### config.mk
export PLATFORM = sky130hd
export DESIGN_NAME = boot_table_copier
export DESIGN_NICKNAME = d
export VERILOG_FILES = /design/src/rtl/bt_pkg.sv /design/src/rtl/bt_strobe_gen.sv /design/src/rtl/bt_addr_seq.sv /design/src/rtl/bt_sat_flag.sv /design/src/rtl/boot_table_copier.sv
export SDC_FILE = /design/constraint.sdc
export NUM_CORES = 1
export LEC_CHECK = 0
export BUFFER_PORTS_ARGS = -buffer_cell sky130_fd_sc_hd__clkbuf_2
export CORE_MARGIN = 2
export CORE_UTILIZATION = 45
export CTS_BUF_LIST = sky130_fd_sc_hd__clkbuf_8
export DETAILED_ROUTE_END_ITERATION = 12
export PLACE_DENSITY = 0.85
export SLEW_MARGIN = 20
export SYNTH_ARGS = -nofsm -noshare
export SYNTH_HDL_FRONTEND = slang
export SYNTH_SLANG_ARGS = --single-unit
export TNS_END_PERCENT = 10
### constraint.sdc
create_clock -name clk -period 2.7 [get_ports clk]
set_input_delay 0 -clock clk [delete_from_list [all_inputs] [get_ports clk]]
set_output_delay 0 -clock clk [all_outputs]
set_load 0.005 [all_outputs]
### src/rtl/bt_pkg.sv
package bt_pkg;

   typedef enum logic {
      BOOT_COPY = 1'b0,
      BOOT_RUN  = 1'b1
   } boot_phase_e;

   // first phase of the write window inside one strobe period
   function automatic int win_lo(input int period);
      return period / 4;
   endfunction

   // first phase after the write window
   function automatic int win_hi(input int period);
      return period - (period / 4);
   endfunction

   function automatic bit is_pow2(input int v);
      return (v > 0) && ((v & (v - 1)) == 0);
   endfunction

endpackage

### src/rtl/bt_strobe_gen.sv
module bt_strobe_gen
   import bt_pkg::*;
#(
   parameter int PERIOD = 256
) (
   input  logic clk,
   input  logic rst_n,
   input  logic en,
   output logic we,
   output logic tick
);
   localparam int PH_W = (PERIOD > 1) ? $clog2(PERIOD) : 1;
   localparam logic [PH_W-1:0] PH_LAST = PH_W'(PERIOD - 1);
   localparam logic [PH_W-1:0] PH_LO   = PH_W'(win_lo(PERIOD));
   localparam logic [PH_W-1:0] PH_HI   = PH_W'(win_hi(PERIOD));

   if (PERIOD < 4) begin : g_bad_period
      $error("bt_strobe_gen: PERIOD must be at least 4");
   end

   logic [PH_W-1:0] phase_q;
   logic [PH_W-1:0] phase_nxt;
   logic            we_q;

   assign tick = en && (phase_q == PH_LAST);

   if (is_pow2(PERIOD)) begin : g_wrap_free
      // counter width matches the period, so it rolls over by itself
      always_comb begin
         phase_nxt = phase_q;
         if (en) phase_nxt = phase_q + 1'b1;
      end
   end else begin : g_wrap_cmp
      always_comb begin
         phase_nxt = phase_q;
         if (en) begin
            if (phase_q == PH_LAST) phase_nxt = '0;
            else                    phase_nxt = phase_q + 1'b1;
         end
      end
   end

   always_ff @(posedge clk or negedge rst_n) begin
      if (!rst_n) begin
         phase_q <= '0;
         we_q    <= 1'b0;
      end else begin
         phase_q <= phase_nxt;
         // registered from the next phase: glitch free, aligned with phase_q
         we_q    <= en && (phase_nxt >= PH_LO) && (phase_nxt < PH_HI);
      end
   end

   assign we = we_q;

endmodule

### src/rtl/bt_addr_seq.sv
module bt_addr_seq #(
   parameter int ADDR_W = 16,
   parameter int DEPTH  = 65536
) (
   input  logic              clk,
   input  logic              rst_n,
   input  logic              en,
   input  logic              step,
   output logic [ADDR_W-1:0] addr,
   output logic              wrap
);
   localparam logic [ADDR_W-1:0] LAST = ADDR_W'(DEPTH - 1);

   if (DEPTH < 2) begin : g_bad_depth_lo
      $error("bt_addr_seq: DEPTH must be at least 2");
   end
   if (DEPTH > (2 ** ADDR_W)) begin : g_bad_depth_hi
      $error("bt_addr_seq: DEPTH exceeds the address range");
   end

   logic [ADDR_W-1:0] addr_q;
   logic [ADDR_W-1:0] addr_nxt;

   if (DEPTH == (2 ** ADDR_W)) begin : g_full_range
      assign wrap = en && step && (&addr_q);
      always_comb begin
         addr_nxt = addr_q;
         if (en && step) addr_nxt = addr_q + 1'b1;
      end
   end else begin : g_part_range
      assign wrap = en && step && (addr_q == LAST);
      always_comb begin
         addr_nxt = addr_q;
         if (en && step) begin
            if (addr_q == LAST) addr_nxt = '0;
            else                addr_nxt = addr_q + 1'b1;
         end
      end
   end

   always_ff @(posedge clk or negedge rst_n) begin
      if (!rst_n) addr_q <= '0;
      else        addr_q <= addr_nxt;
   end

   assign addr = addr_q;

endmodule

### src/rtl/bt_sat_flag.sv
module bt_sat_flag (
   input  logic clk,
   input  logic rst_n,
   input  logic set,
   output logic flag
);
   logic flag_q;

   // one-bit saturating counter: counts to 1 and stays there
   always_ff @(posedge clk or negedge rst_n) begin
      if (!rst_n)   flag_q <= 1'b0;
      else if (set) flag_q <= 1'b1;
   end

   assign flag = flag_q;

endmodule

### src/rtl/boot_table_copier.sv
module boot_table_copier
   import bt_pkg::*;
#(
   parameter int ADDR_W  = 16,
   parameter int DATA_W  = 8,
   parameter int PDATA_W = 8,
   parameter int DEPTH   = 2 ** ADDR_W,
   parameter int PERIOD  = 256
) (
   input  logic               clk,
   input  logic               rst_n,
   output logic [ADDR_W-1:0]  rom_addr,
   input  logic [DATA_W-1:0]  rom_data,
   output logic               rom_oe,
   output logic [ADDR_W-1:0]  ram_addr,
   output logic [DATA_W-1:0]  ram_wdata,
   output logic               ram_we,
   output logic               ram_oe,
   input  logic [DATA_W-1:0]  ram_rdata,
   input  logic [ADDR_W-1:0]  cpu_addr,
   output logic               cpu_en,
   output logic [DATA_W-1:0]  dec_ctrl,
   input  logic [PDATA_W-1:0] periph_wdata_in,
   output logic [PDATA_W-1:0] periph_wdata
);
   if (ADDR_W < 1 || DATA_W < 1 || PDATA_W < 1) begin : g_bad_width
      $error("boot_table_copier: widths must be positive");
   end

   logic        copy_en;
   logic        strobe;
   logic        period_end;
   logic        last_wrap;
   logic        done;
   logic [ADDR_W-1:0] seq_addr;
   boot_phase_e mode;

   assign mode    = done ? BOOT_RUN : BOOT_COPY;
   assign copy_en = (mode == BOOT_COPY);

   bt_strobe_gen #(
      .PERIOD (PERIOD)
   ) i_strobe (
      .clk   (clk),
      .rst_n (rst_n),
      .en    (copy_en),
      .we    (strobe),
      .tick  (period_end)
   );

   bt_addr_seq #(
      .ADDR_W (ADDR_W),
      .DEPTH  (DEPTH)
   ) i_seq (
      .clk   (clk),
      .rst_n (rst_n),
      .en    (copy_en),
      .step  (period_end),
      .addr  (seq_addr),
      .wrap  (last_wrap)
   );

   bt_sat_flag i_done (
      .clk   (clk),
      .rst_n (rst_n),
      .set   (last_wrap),
      .flag  (done)
   );

   // one phase signal steers every qualified output together
   always_comb begin
      rom_addr     = seq_addr;
      rom_oe       = 1'b1;
      ram_oe       = 1'b0;
      ram_we       = strobe;
      ram_addr     = seq_addr;
      ram_wdata    = rom_data;
      cpu_en       = 1'b0;
      dec_ctrl     = '0;
      periph_wdata = '0;
      if (mode == BOOT_RUN) begin
         rom_oe       = 1'b0;
         ram_oe       = 1'b1;
         ram_we       = 1'b0;
         ram_addr     = cpu_addr;
         ram_wdata    = '0;
         cpu_en       = 1'b1;
         dec_ctrl     = ram_rdata;
         periph_wdata = periph_wdata_in;
      end
   end

endmodule

* Word-level counts from Yosys, hierarchy flattened
Cells that the tools add are included.
Word-level totals: output and inout port bits 60, memories 0, register bits after elaboration 26, memory bits (read-only) 0, word-level logic and storage cells 25, bits in latches 0, bits of input ports 42, memory bits (writable) 0
Operators by class: add/sub/neg operators 2, reduce and logical (&&, ||, !) cells 6, multipliers 0, bitwise operators 1, divide/modulo/power cells 0, eq/ne operators 1, shift operators 0, mux-type cells 9, order comparisons 2
Operator list (count):
- $mux 8 | 4
- $add 16x1->16 const B | 1
- $mux 16 | 1
- $reduce_and 16->1 | 1
- $add 8x1->8 const B | 1
- $eq 8x8->1 const B | 1
- $ge 8x7->1 const B | 1
- $lt 8x8->1 const B | 1
- $logic_and 1x1->1 | 5
- $mux 1 | 4
- $not 1->1 | 1

* Longest topological paths before layout
word-level depth 5, mapped depth 5

* Modules after synthesis
Synthesis repeated with hierarchy kept, for this count alone.
Second synthesis, totals: cells, all modules 146, area total of the unflattened synthesis 1614.0 µm²
By module, submodules not included:
- bt_addr_seq | cells each 59, sequential area each 400.4 µm², instances 1, area an instance 706.9 µm²
- boot_table_copier | cells each 48, sequential area each 0.0 µm², instances 1, area an instance 451.7 µm²
- bt_strobe_gen | cells each 37, sequential area each 225.2 µm², instances 1, area an instance 424.2 µm²
- bt_sat_flag | cells each 2, sequential area each 25.0 µm², instances 1, area an instance 31.3 µm²

* Worst setup path after synthesis
No wires, ideal clock.
kind reg2reg, from reg i_strobe.phase_q[0], to reg i_seq.addr_q[1] (netlist: i_seq.addr[1]), library setup time 0.125 ns, path slack 1.147 ns, clock period less this slack 1.553 ns, buffers on the path 0, stages on the path, launching flop included 5, arrival 1.429 ns, cells stage by stage dfrtp_1 > ha_1 > nand4b_4 > nor3_2 > mux2_2
On the way: longest elaborated chain between the ends 3
Ends and longest elaborated chain:
- start, declared | line bt_strobe_gen.sv:21 | logic [PH_W-1:0] phase_q;
- start signal, assigned | line bt_strobe_gen.sv:48 | phase_q <= phase_nxt;
- $eq 8x8->1 | line bt_strobe_gen.sv:25 | assign tick = en && (phase_q == PH_LAST);
- $logic_and 1x1->1 | line bt_strobe_gen.sv:25
- $logic_and 1x1->1 | line bt_addr_seq.sv:28 | if (en && step) addr_nxt = addr_q + 1'b1;
- end signal, assigned | line bt_addr_seq.sv:43 | else addr_q <= addr_nxt;
- end, declared | line bt_addr_seq.sv:21 | logic [ADDR_W-1:0] addr_q;
Every way passes these cells. A chain may end at the register's enable or synchronous reset.

* Final worst setup path
from reg i_strobe.phase_q[0], to reg i_seq.addr_q[8] (netlist: i_seq.addr[8])
Same word-level chain as after synthesis.

==> results.txt <==
Clock sinks: 26
Ys async rst share: 100.0%
RSZ-0062 raised after global routing: no
CP max FO: 6
Syn avg cell area: 10.97 µm²
Final Cycle Share: 63.53%
Beginning of the critical path: i_strobe.phase_q[0]$_DFF_PN0_
Antenna diodes: 0
Yosys reg bits: 26
Top FF cell, synth: dfrtp_1
Latest clock arrival within the worst-skew pair: 0.26 ns
Antenna viol nets, final: 0
Critical path's largest stage delay: 0.44 ns
Synth top cells by count: dfrtp_1 (26), xnor2_1 (20), and2_1 (19)
Setup crit start kind: register
Required time of the critical path: 2.86 ns
Worst path bufs/invs: 0
Status: finished, final reports clean
IO buf count: 101
Root Buffer: clkbuf_8
Reg2Reg Depth: 5
WL/cell: 12.20 µm
Number of distinct library cells after synthesis: 24
Initial antenna violation count: 0
Final hold violation count: 0
GPL Wtd Cong: 0.7479
Rel. slew slack: 57.41%
Leak: 1.187 nW
Vias in the first global route: 1416
H-tree level count: 1
Setup-failing EPs final: 0
Leading cell type by number of instances after synthesis: dfrtp_1
Pwr/cell area: 314.4 nW/µm²
Sequence of cells on the critical path: ha_1 > nand4b_4 > nor4_4 > nand4_1 > xnor2_1
Top cells by area, synth: dfrtp_1 (42%), mux2_2 (13%), xnor2_1 (11%), and2_1 (7.6%), nand4_1 (4.0%)
Initial drt markers: 33
First drt pass iteration count: 4
Num CTS Buffers: 3
Layout cell share with drive strength beyond 1: 52.89%
Placed cells: 283
Pin count of the biggest net entering global routing: 49
First-pass GRT wire length: 5.968 mm
DRC errors left: 0
CP max-delay cell: nor4_4
Area share of the largest cell type after synthesis: 41.77%
Cell area after synthesis: 1558 µm²
Layout area overhead: 38.71%
Worst setup EP type: register
Max_cap viols: 0
Clock Tree Buf Depth: 2
Critical path depth: 5
CP top delay family: simple AND/OR/NAND/NOR gates
Hold WC Path Type: in -> out
FMAX: 0.5830 GHz
RR Startpoint: i_strobe.phase_q[0]$_DFF_PN0_
Clock skew: 0.003590 ns
DP HPWL: 2.790 mm
Die ar.: 3948 µm²
End of the worst register-to-register path: i_seq.addr[8]$_DFFE_PN0P_
Sequential fraction of the synthesis area: 41.77%
Vias: 1417
Worst Path Arrival: 1.87 ns
Core ar.: 3337 µm²
Total track usage: 18.59%
Crit path time final: 1.715 ns
Final setup TNS: 0 ns
Routed WL: 3.515 mm
Initial core utilization: 46.68%
Average via count per standard cell: 4.920
Die W: 62.84 µm
Yosys warning count: 0
Peak VDD IR: 0.0002027 V
Area leader, netlist: dfrtp_1
Cells after Synth: 142
Non-Filler Instances: 288
Syn nets: 186
Overflow after GRT: 0
Clock transition at path regs: 0.09 ns
Nets: 287
# rows: 21
I/O pin cnt: 102
Setup crit end: i_seq.addr[8]$_DFFE_PN0P_
Post-synth EDFFs: 0
Worst slew pin tran: 0.6388 ns
CTS tree: yes
Post-CTS Setup Inserts: 0
Die Span Y: 62.84 µm
Kind of critical path: reg -> reg
Slew Viols, Final: 0
Setup slack, reg-to-reg: 0.98 ns
==> worst reg2reg max path, cell delays in order, from the launching register on <==
cell and delay (ns):
dfrtp_1 0.41, ha_1 0.24, nand4b_4 0.18, nor4_4 0.44, nand4_1 0.19, xnor2_1 0.15
==> routing by layer <==
layer	vias up	routed length [µm]	GRT usage, %
met3	2	242	3.063
met2	70	1788	35.62
li1	683	-	-
met5	-	0	0
met1	662	1468	21.45
met4	0	15	4.167
==> stage by stage <==
step	hold WS, ns	setup slack (ns)	utilization, %	total power [mW]	area [µm²]
6_report	0.2778	0.9848	64.75	0.6793	2161
5_1_grt	0.2956	0.8151	64.75	0.7094	2161
4_1_cts	0.2818	0.9615	64.75	0.6908	2161
3_5_place_dp	0.05099	0.9832	62.80	0.4424	2096
3_3_place_gp	0.03497	1.075	62.80	0.4406	2096
2_1_floorplan	-0.2956	1.147	-	0.4025	1558
==> cell usage in the layout, fill, tap and decap left out, types with 2 or more instances in the layout <==
cell type / synthesis / final
mux2_2: 18 / 18
and4_1: 2 / 2
xnor2_1: 20 / 20
clkbuf_8: 0 / 4
nor4_4: 2 / 2
nand2_1: 10 / 10
ha_1: 2 / 2
dfrtp_1: 26 / 26
and2_1: 19 / 19
nor2_1: 3 / 3
nand3_1: 5 / 5
xor2_1: 2 / 2
nor2b_1: 9 / 9
nand4_1: 10 / 10
clkbuf_2: 0 / 101
==> worst min-delay path by stage <==
stage	endpoint	cells past startpoint	from
4_1_cts	dec_ctrl[0]	3	ram_rdata[0]
2_1_floorplan	async pin	0	rst_n
3_3_place_gp	i_seq.addr[10]$_DFFE_PN0P_	1	rst_n
5_1_grt	dec_ctrl[4]	3	ram_rdata[4]
6_report	dec_ctrl[0]	3	ram_rdata[0]
3_5_place_dp	i_seq.addr[10]$_DFFE_PN0P_	1	rst_n
==> power breakdown <==
group          switching (mW)  internal [mW]  leakage (nW)
registers                   0          0.389         0.349
clock network           0.115          0.130        0.0288
logic                  0.0174         0.0282         0.810
total                   0.132          0.547          1.19
==> layout make-up <==
type / count / area [µm²]
Clock buffer: 4 / 55.05
Inverter: 1 / 3.754
Sequential cell: 26 / 650.6
Timing Repair Buffer: 103 / 523.0
Tap cell: 46 / 57.56
Multi-Input combinational cell: 108 / 870.8
Fill cell: 291 / 1176
==> cells by family (layout without fill, tap and decap cells) <==
group / after synthesis / after routing / synth area share [%]
AO/OA/AOI/OAI: 1 / 1 / 0.5624
XOR/XNOR: 23 / 23 / 13.82
adder cells (fa/ha/maj): 2 / 2 / 1.606
buffers and inverters: 8 / 108 / 2.329
flip-flops: 26 / 26 / 41.77
multiplexers: 18 / 18 / 13.01
AND/OR/NAND/NOR: 64 / 64 / 26.91
==> repair_timing <==
action / CTS / global route
resized for setup: 0 / 0
endpoints found under the hold margin: 26 / 0
hold buffers: 1 / 0
Power figures use the tool's default switching activity.
